[src/rtl/cs_region_decoder.sv]
module cs_region_decoder #(
  parameter int ADDR_W = 28,
  parameter int NCS    = 8,
  parameter int CODE_W = 5
) (
  input  logic                  clk,
  input  logic                  rst_n,
  input  logic                  req_valid,
  input  logic [ADDR_W-1:0]     req_offset,
  input  logic [NCS*CODE_W-1:0] cs_cfg,
  output logic                  rsp_valid,
  output logic [NCS-1:0]        cs_n,
  output logic [ADDR_W-4:0]     ext_addr,
  output logic                  err
);
  localparam int SEL_W = $clog2(NCS);
  localparam int EXT_W = ADDR_W - SEL_W;

  function automatic logic [EXT_W-1:0] win_bytes(input logic [CODE_W-1:0] code);
    case (code)
      5'b11110: win_bytes = EXT_W'(1) << 24;
      5'b11100: win_bytes = EXT_W'(1) << 23;
      5'b11010: win_bytes = EXT_W'(1) << 22;
      5'b11000: win_bytes = EXT_W'(1) << 21;
      5'b10110: win_bytes = EXT_W'(1) << 20;
      default:  win_bytes = EXT_W'(1) << 9;
    endcase
  endfunction

  logic              req_q;
  logic [ADDR_W-1:0] off_q;

  always_ff @(posedge clk or negedge rst_n)
    if (!rst_n) begin
      req_q <= 1'b0;
      off_q <= '0;
    end else begin
      req_q <= req_valid;
      off_q <= req_offset;
    end

  logic [NCS-1:0] hit32;
  for (genvar i = 0; i < NCS; i++) begin : g_hit
    assign hit32[i] = cs_cfg[i*CODE_W +: CODE_W] == CODE_W'(1);
  end
  wire wide = |hit32;

  wire [SEL_W-1:0]  sel  = wide ? off_q[ADDR_W-1 -: SEL_W] : off_q[ADDR_W-2 -: SEL_W];
  wire [EXT_W-1:0]  low  = {1'b0, off_q[EXT_W-2:0]};
  wire [CODE_W-1:0] code = cs_cfg[sel*CODE_W +: CODE_W];
  wire err_c = !wide && (off_q[ADDR_W-1] || low >= win_bytes(code));
  wire take  = req_q && !err_c;

  always_ff @(posedge clk or negedge rst_n)
    if (!rst_n) begin
      rsp_valid <= 1'b0;
      cs_n      <= '1;
      ext_addr  <= '0;
      err       <= 1'b0;
    end else begin
      rsp_valid <= req_q;
      cs_n      <= take ? ~(NCS'(1) << sel) : '1;
      ext_addr  <= take ? (wide ? off_q[EXT_W-1:0] : low) : '0;
      err       <= req_q && err_c;
    end

  p_one_cs_r7: assert property (@(posedge clk) disable iff (!rst_n)
    $countones(~cs_n) <= 1);
  p_idle_quiet_r7: assert property (@(posedge clk) disable iff (!rst_n)
    !rsp_valid |-> (&cs_n && !err && ext_addr == '0));
  p_err_no_cs_r5: assert property (@(posedge clk) disable iff (!rst_n)
    err |-> &cs_n);
  p_latency_r8: assert property (@(posedge clk) disable iff (!rst_n)
    req_q |=> rsp_valid);
  p_wide_no_err_r2: assert property (@(posedge clk) disable iff (!rst_n)
    (req_q && wide) |=> !err);
endmodule

[config.mk]
export PLATFORM = sky130hd
export DESIGN_NAME = cs_region_decoder
export DESIGN_NICKNAME = d
export VERILOG_FILES = /design/src/rtl/cs_region_decoder.sv
export SDC_FILE = /design/constraint.sdc
export NUM_CORES = 1
export LEC_CHECK = 0
export BUFFER_PORTS_ARGS = -buffer_cell sky130_fd_sc_hd__buf_2
export CORE_MARGIN = 3
export CORE_UTILIZATION = 35
export DETAILED_ROUTE_END_ITERATION = 10
export RECOVER_POWER = 100
export SLEW_MARGIN = 15
export SYNTH_ARGS = -nofsm -noshare
export SYNTH_HDL_FRONTEND = slang
export SYNTH_SLANG_ARGS = --single-unit
[constraint.sdc]
create_clock -name clk -period 4.3 [get_ports clk]
set_input_delay 0.215 -clock clk [delete_from_list [all_inputs] [get_ports clk]]
set_output_delay 0.215 -clock clk [all_outputs]
set_load 0.02 [all_outputs]
==> results.toml, run 1 <==
[clock_network]
root_buffer = "clkbuf_8"
clkSlewWorstSetupHoldPaths_ps = 70
cts_inserted_buffers = 9
clock_path_buffers = 2
clock_latency_ps = 330
ctsHtreeMaxLevel = 3
postCtsSetupRepairBufs = 0
cts_sinks = 64
cts_tree = "done"

[setup_path]
arrival_ps = 4160
start_kind = "primary input"
cp.required_ps = 4550
cpLargestDelayFamily = "simple AND/OR/NAND/NOR gates"
path_cells = "buf_2, nand2b_1, nor4_1, or4_1, o21ai_2, nor4b_1, o22ai_1, o21ai_0, ha_1, nor4b_1, and4_1, a211o_1, a21oi_1, o21ai_0, nand2_1, nand2_1, buf_12, a21boi_0"
cp_max_fo = 24
path_class = "in -> reg"
crit_path_max_incr_delay_ps = 720
end_kind = "register"
cp_num_buf_inv = 2
cp_slowest_cell = "or4_1"

[detailed_routing]
route.detailed.drc = 0
dr_wl_met2_um = 4200
wl_met3_um = 493
ant_nets = 0
num_vias = 2770
drtIter0Drc = 128
routed.top_layer = "met4"
drtPass1Iterations = 4
drt-wirelength-per-cell_um = 15.7
wl_met1_um = 3730
routed_wl_um = 8550
viasPerCell = 5.08

[floorplan]
start_util = 0.366
die_w_um = 102
rows = 34
die_y_um = 102
ios = 106
die_area_um2 = 10400
core_region_area_um2 = 8850

[finish]
seq_area_um2 = 1610
num_antenna_cells = 0
nFillCells = 871
syn_to_final_growth_pct = 34.1
final_nets = 508
drive_gt1_frac = 0.293
multi_input_area_um2 = 1470

[yosys]
synth-seq-cells = 64
synth_top_area_frac = 0.433
yosysWarnings = 0
yosysMostFrequentCell = "dfrtp_1"
synth_ff_type = "dfrtp_1"
avgSynthCellArea_um2 = 11.2
syn_nets = 366
synth_compound_area_frac = 0.217
synthMuxAreaShare = 0.0564
yosysUniqueCellTypes = 63
post_synth_xor_area_fraction = 0
synth_adder_area_share = 0.0193
ys_seq_area_frac = 0.498
synth_area_leader_cell = "dfrtp_1"
async_reset_ff_frac = 1.00
synth_common_cells = "56 x dfrtp_1, 19 x nor2_1, 15 x nand2_1"
synthesis.area_um2 = 3240
ys_top_cells_by_area = "dfrtp_1 43%, dfstp_2 6.5%, a21boi_2 3.1%"
synth-simple-area-share = 0.174
syn_inst = 290
synth_top_family_by_area = "compound AO/OA/AOI/OAI gates"
synth_edf_count = 0

[global_route]
antenna_found_initial = 0
grt.overflow.total = 0
grt_pass1_wl_um = 13500
grt_start_max_net_pins = 65
grt_use_total = 0.168
grt_pass1_vias = 2715

[job]
max-cap-violations = 1

[sta]
period_minus_slack_ps = 3920
slew_headroom = -1.14
finClkSkew_ps = 10.9
fmax_mhz = 255
hold_viol = 0
fin_tns_setup_ps = 0
rsz0062_at_grt = "no"
setup_viol = 0
worstMarginPinSlew_ps = 3210
finalMaxSlewViolations = 65
final.period_utilization = 0.911

[status]
failed_checks = "capacitance limit, slew limit"
status = "finished with violations"

[power]
power_density_nw_per_um2 = 349
power.share.combinational = 0.198
p_total_mw = 1.52
ir_drop_mv = 0.194
p_seq_frac = 0.434
p_sw_mw = 0.423
switching_share = 0.279
p_int_mw = 1.09
pwr-share-clk = 0.368
p_leak_nw = 1.91

[placement]
portBuffers = 105
gp_congestion = 1.00
hpwl_um = 6450

[hold_path]
hp-class = "in -> reg"
==> worst register-to-register path, cell delays in order (launching register included) <==
cell      delay (ps)
dfrtp_2          580
buf_4            220
nor2b_1          280
nand3_1          180
a21oi_1          340
a2111o_1         220
nand2_1           90
o21ai_0           80
ha_1             250
nor4b_1          130
and4_1           200
a211o_1          290
a21oi_1          140
o21ai_0          130
nand2_1          100
nand2_1          110
buf_12           180
a21boi_0         200
==> power groups by stage <==
| stage | clock [mW] | combinational (mW) | sequential (mW) |
|---|---|---|---|
| final | 0.558 | 0.300 | 0.658 |
| after global routing | 0.601 | 0.333 | 0.662 |
| after CTS | 0.572 | 0.316 | 0.657 |
| after detailed placement | 0 | 0.295 | 0.668 |
| after global placement | 0 | 0.293 | 0.668 |
| after floorplan | 0 | 0.159 | 0.685 |
==> registers in the layout, summed over array words and instances (netlist names) <==
register and flops:
off_q 28, ext_addr 25, rsp_valid 1, err 1, cs_n 8, req_q 1
==> placed cells by master, fill, tap and decap left out, drive strengths merged, types with 3 or more instances in the layout <==
cell	count
a21boi	24
a21oi	17
and3	4
buf	79
clkbuf	47
clkinvlp	3
dfrtp	56
dfstp	8
dlygate4sd3	29
ha	5
inv	9
mux2	4
mux2i	7
mux4	3
nand2	15
nand2b	10
nand3	9
nor2	20
nor2b	5
nor3	5
nor4	11
nor4b	5
o21ai	21
o22ai	4
or4	3
==> layout make-up <==
class,instances,share of cell area
clock buffers,9,0.0285
clock inverters,7,0.0222
inverters,9,0.00778
multi-input cells,202,0.339
flip-flops and latches,64,0.372
well taps,108,0.0311
repair buffers,146,0.200
==> stage by stage <==
step                 util  hold WS (ps)  setup slack [ps]  cell area, um2  instances
global route        0.491           423              90.1            4340        545
floorplan               -         -80.6               246            3240        290
detailed placement  0.443           324              84.6            3920        500
CTS                 0.499          1.19               310            4420        544
global placement    0.443           324               152            3920        500
finish              0.491           426               385            4340        545
==> worst paths after layout <==
check                      slack [ps]  cells after the start           end        from
max                               380                     18  ext_addr[13]  cs_cfg[36]
min                               430                      4           err  cs_cfg[12]
max reg2reg                       500                     17  ext_addr[13]   off_q[25]
min reg2reg                       480                      0     rsp_valid       req_q
max in group asynchronous        1230                      2     off_q[25]       rst_n
min in group asynchronous        1030                      2  ext_addr[14]       rst_n
==> logic make-up after synthesis <==
logic type	count (synthesis)
simple gates	94
buf+inv	24
compound gates	89
fa+ha+maj	5
flops	64
mux	14
==> per-layer routing <==
metal,vias to the layer above,GRT usage
li1,1359,-
met1,1316,0.227
met2,83,0.266
met3,12,0.0396
met4,0,0.0565
met5,-,0
==> what timing repair did <==
action                                  CTS  global route
hold buffers                             28             1
hold endpoints to repair                 28             1
endpoints found under the setup margin    0            11
gates resized for setup                   0             2
Note: power is estimated with default switching activity, not from simulation.
==> inputs of run 2 (changes only) <==
- CORE_UTILIZATION: 35 -> 45
- PLACE_DENSITY: not set -> 0.72
==> run 2 against run 1 <==
The run still ends with capacitance limit, slew limit left; power is essentially flat; register-to-register slack lost 60 ps; clock power shrank 1%; worst hold slack gained 28 ps; clock skew shrank 3.0 ps; global-route usage grew 4.3 points; via count grew 3.8%; core utilization grew 14 points; sequential power is essentially flat; critical endpoint unchanged; die area shrank 21%; final cell count shrank 2.2%.
==> results.toml, run 2 (synthesis results as in run 1) <==
[setup_path]
cp_max_fo = 24
start_kind = "primary input"
crit-reg2reg-launch = "off_q[24]"
path_class = "in -> reg"
end_kind = "register"
cp-startpoint = "cs_cfg[3]"
cp.required_ps = 4530
arrival_ps = 4190

[clock_network]
cts_tree = "done"
cts_sinks = 64
cts_inserted_buffers = 9
clkSlewWorstSetupHoldPaths_ps = 70
ctsHtreeMaxLevel = 3
root_buffer = "clkbuf_8"
clock_path_buffers = 2
clock_latency_ps = 320

[sta]
setup_viol = 0
finClkSkew_ps = 7.87
hold_viol = 0
finalMaxSlewViolations = 65
final.period_utilization = 0.922
fin_tns_setup_ps = 0
rsz0062_at_grt = "no"
period_minus_slack_ps = 3970
slew_headroom = -1.11
timing.hold.ws_ps = 454
fmax_mhz = 252
worstMarginPinSlew_ps = 3170

[power]
power_density_nw_per_um2 = 349
ir_drop_mv = 0.216
p_leak_nw = 1.93

[finish]
final_common_cell = "buf_2"
drive_gt1_frac = 0.295
final_nets = 509
num_antenna_cells = 0
reg_top3 = "off_q x28, ext_addr x25, cs_n x8"
regMostFlops = "off_q"
layout_common_cells = "69 x buf_2, 56 x dfrtp_1, 37 x clkbuf_1, 29 x dlygate4sd3_1, 23 x a21boi_0"
syn_to_final_growth_pct = 34.1
largest_reg_flops = 28

[detailed_routing]
route.detailed.drc = 0
ant_nets = 0
num_vias = 2874
routed_wl_um = 8450
drt-wirelength-per-cell_um = 15.9
viasPerCell = 5.39
drtPass1Iterations = 4
drtIter0Drc = 179

[global_route]
grt.overflow.total = 0
antenna_found_initial = 0
grt_pass1_vias = 2857
grt_start_max_net_pins = 65
grt_use_total = 0.211
grt_pass1_wl_um = 13800

[placement]
portBuffers = 105
hpwl_um = 6070
gp_congestion = 0.944

[status]
failed_checks = "capacitance limit, slew limit"
status = "finished with violations"

[hold_path]
hp-class = "in -> reg"
hold_start = "cs_cfg[12]"

[floorplan]
rows = 30
die_area_um2 = 8250
ios = 106
die_y_um = 90.8
start_util = 0.471
core_region_area_um2 = 6870
die_w_um = 90.8

[job]
max-cap-violations = 1
==> run 2: path summary, 6_finish.rpt <==
kind	endpoint	slack [ps]	cells after the start
worst max-delay path	ext_addr[13]	330	20
worst min-delay path	err	450	4
worst max register to register	ext_addr[13]	440	17
worst min register to register	rsp_valid	490	0
max in group asynchronous	ext_addr[3]	1480	2
min in group asynchronous	ext_addr[18]	1040	2
==> run 2: per-layer routing <==
metal	vias up	GRT usage	wire length [um]
met2	109	0.345	4210
li1	1362	-	-
met4	0	0.0879	207
met3	20	0.0433	484
met1	1383	0.273	3550
met5	-	0	0
==> run 2: where the power goes <==
part           switching (mW)  internal, mW  total, mW
sequential             0.0182         0.637      0.655
combinational           0.175         0.132      0.307
clock                   0.214         0.339      0.552
==> run 2: repair_timing <==
action,4_1_cts,5_1_grt
setup buffers,0,0
resized for setup,0,1
hold buffers,29,0
setup endpoints to repair,0,2
hold endpoints to repair,29,0
==> run 2: worst max-delay path, stage by stage <==
cell and delay [ps]:
buf_2 100, nor2_1 40, nor4b_2 170, or4_1 630
buf_4 210, o21ai_4 180, o221ai_2 150, or4_4 580
nand2_1 90, o21ai_0 80, ha_1 280, nor4b_1 140
and4_1 190, a211o_1 290, a21oi_1 140, o21ai_1 100
nand2_1 90, nand2_1 100, buf_12 180, a21boi_0 220
==> run 2: layout make-up <==
class | count | area, um2
fill | 596 | 2530
sequential | 64 | 1610
multi-input combinational | 202 | 1470
timing repair buffer | 147 | 890
clock buffer | 10 | 138
tap | 96 | 120
clock inverter | 5 | 81.3
inverter | 9 | 33.8
==> run 2: per-stage QoR <==
stage           util  cells  instance area [um2]  power (mW)  setup slack [ps]
6_report       0.632    533                 4340        1.51               335
5_1_grt        0.632    533                 4340        1.59              59.4
3_3_place_gp   0.571    489                 3920       0.959               102
4_1_cts        0.645    533                 4430        1.54               318
2_1_floorplan      -    290                 3240       0.844               246
3_5_place_dp   0.571    489                 3920       0.962             -6.77
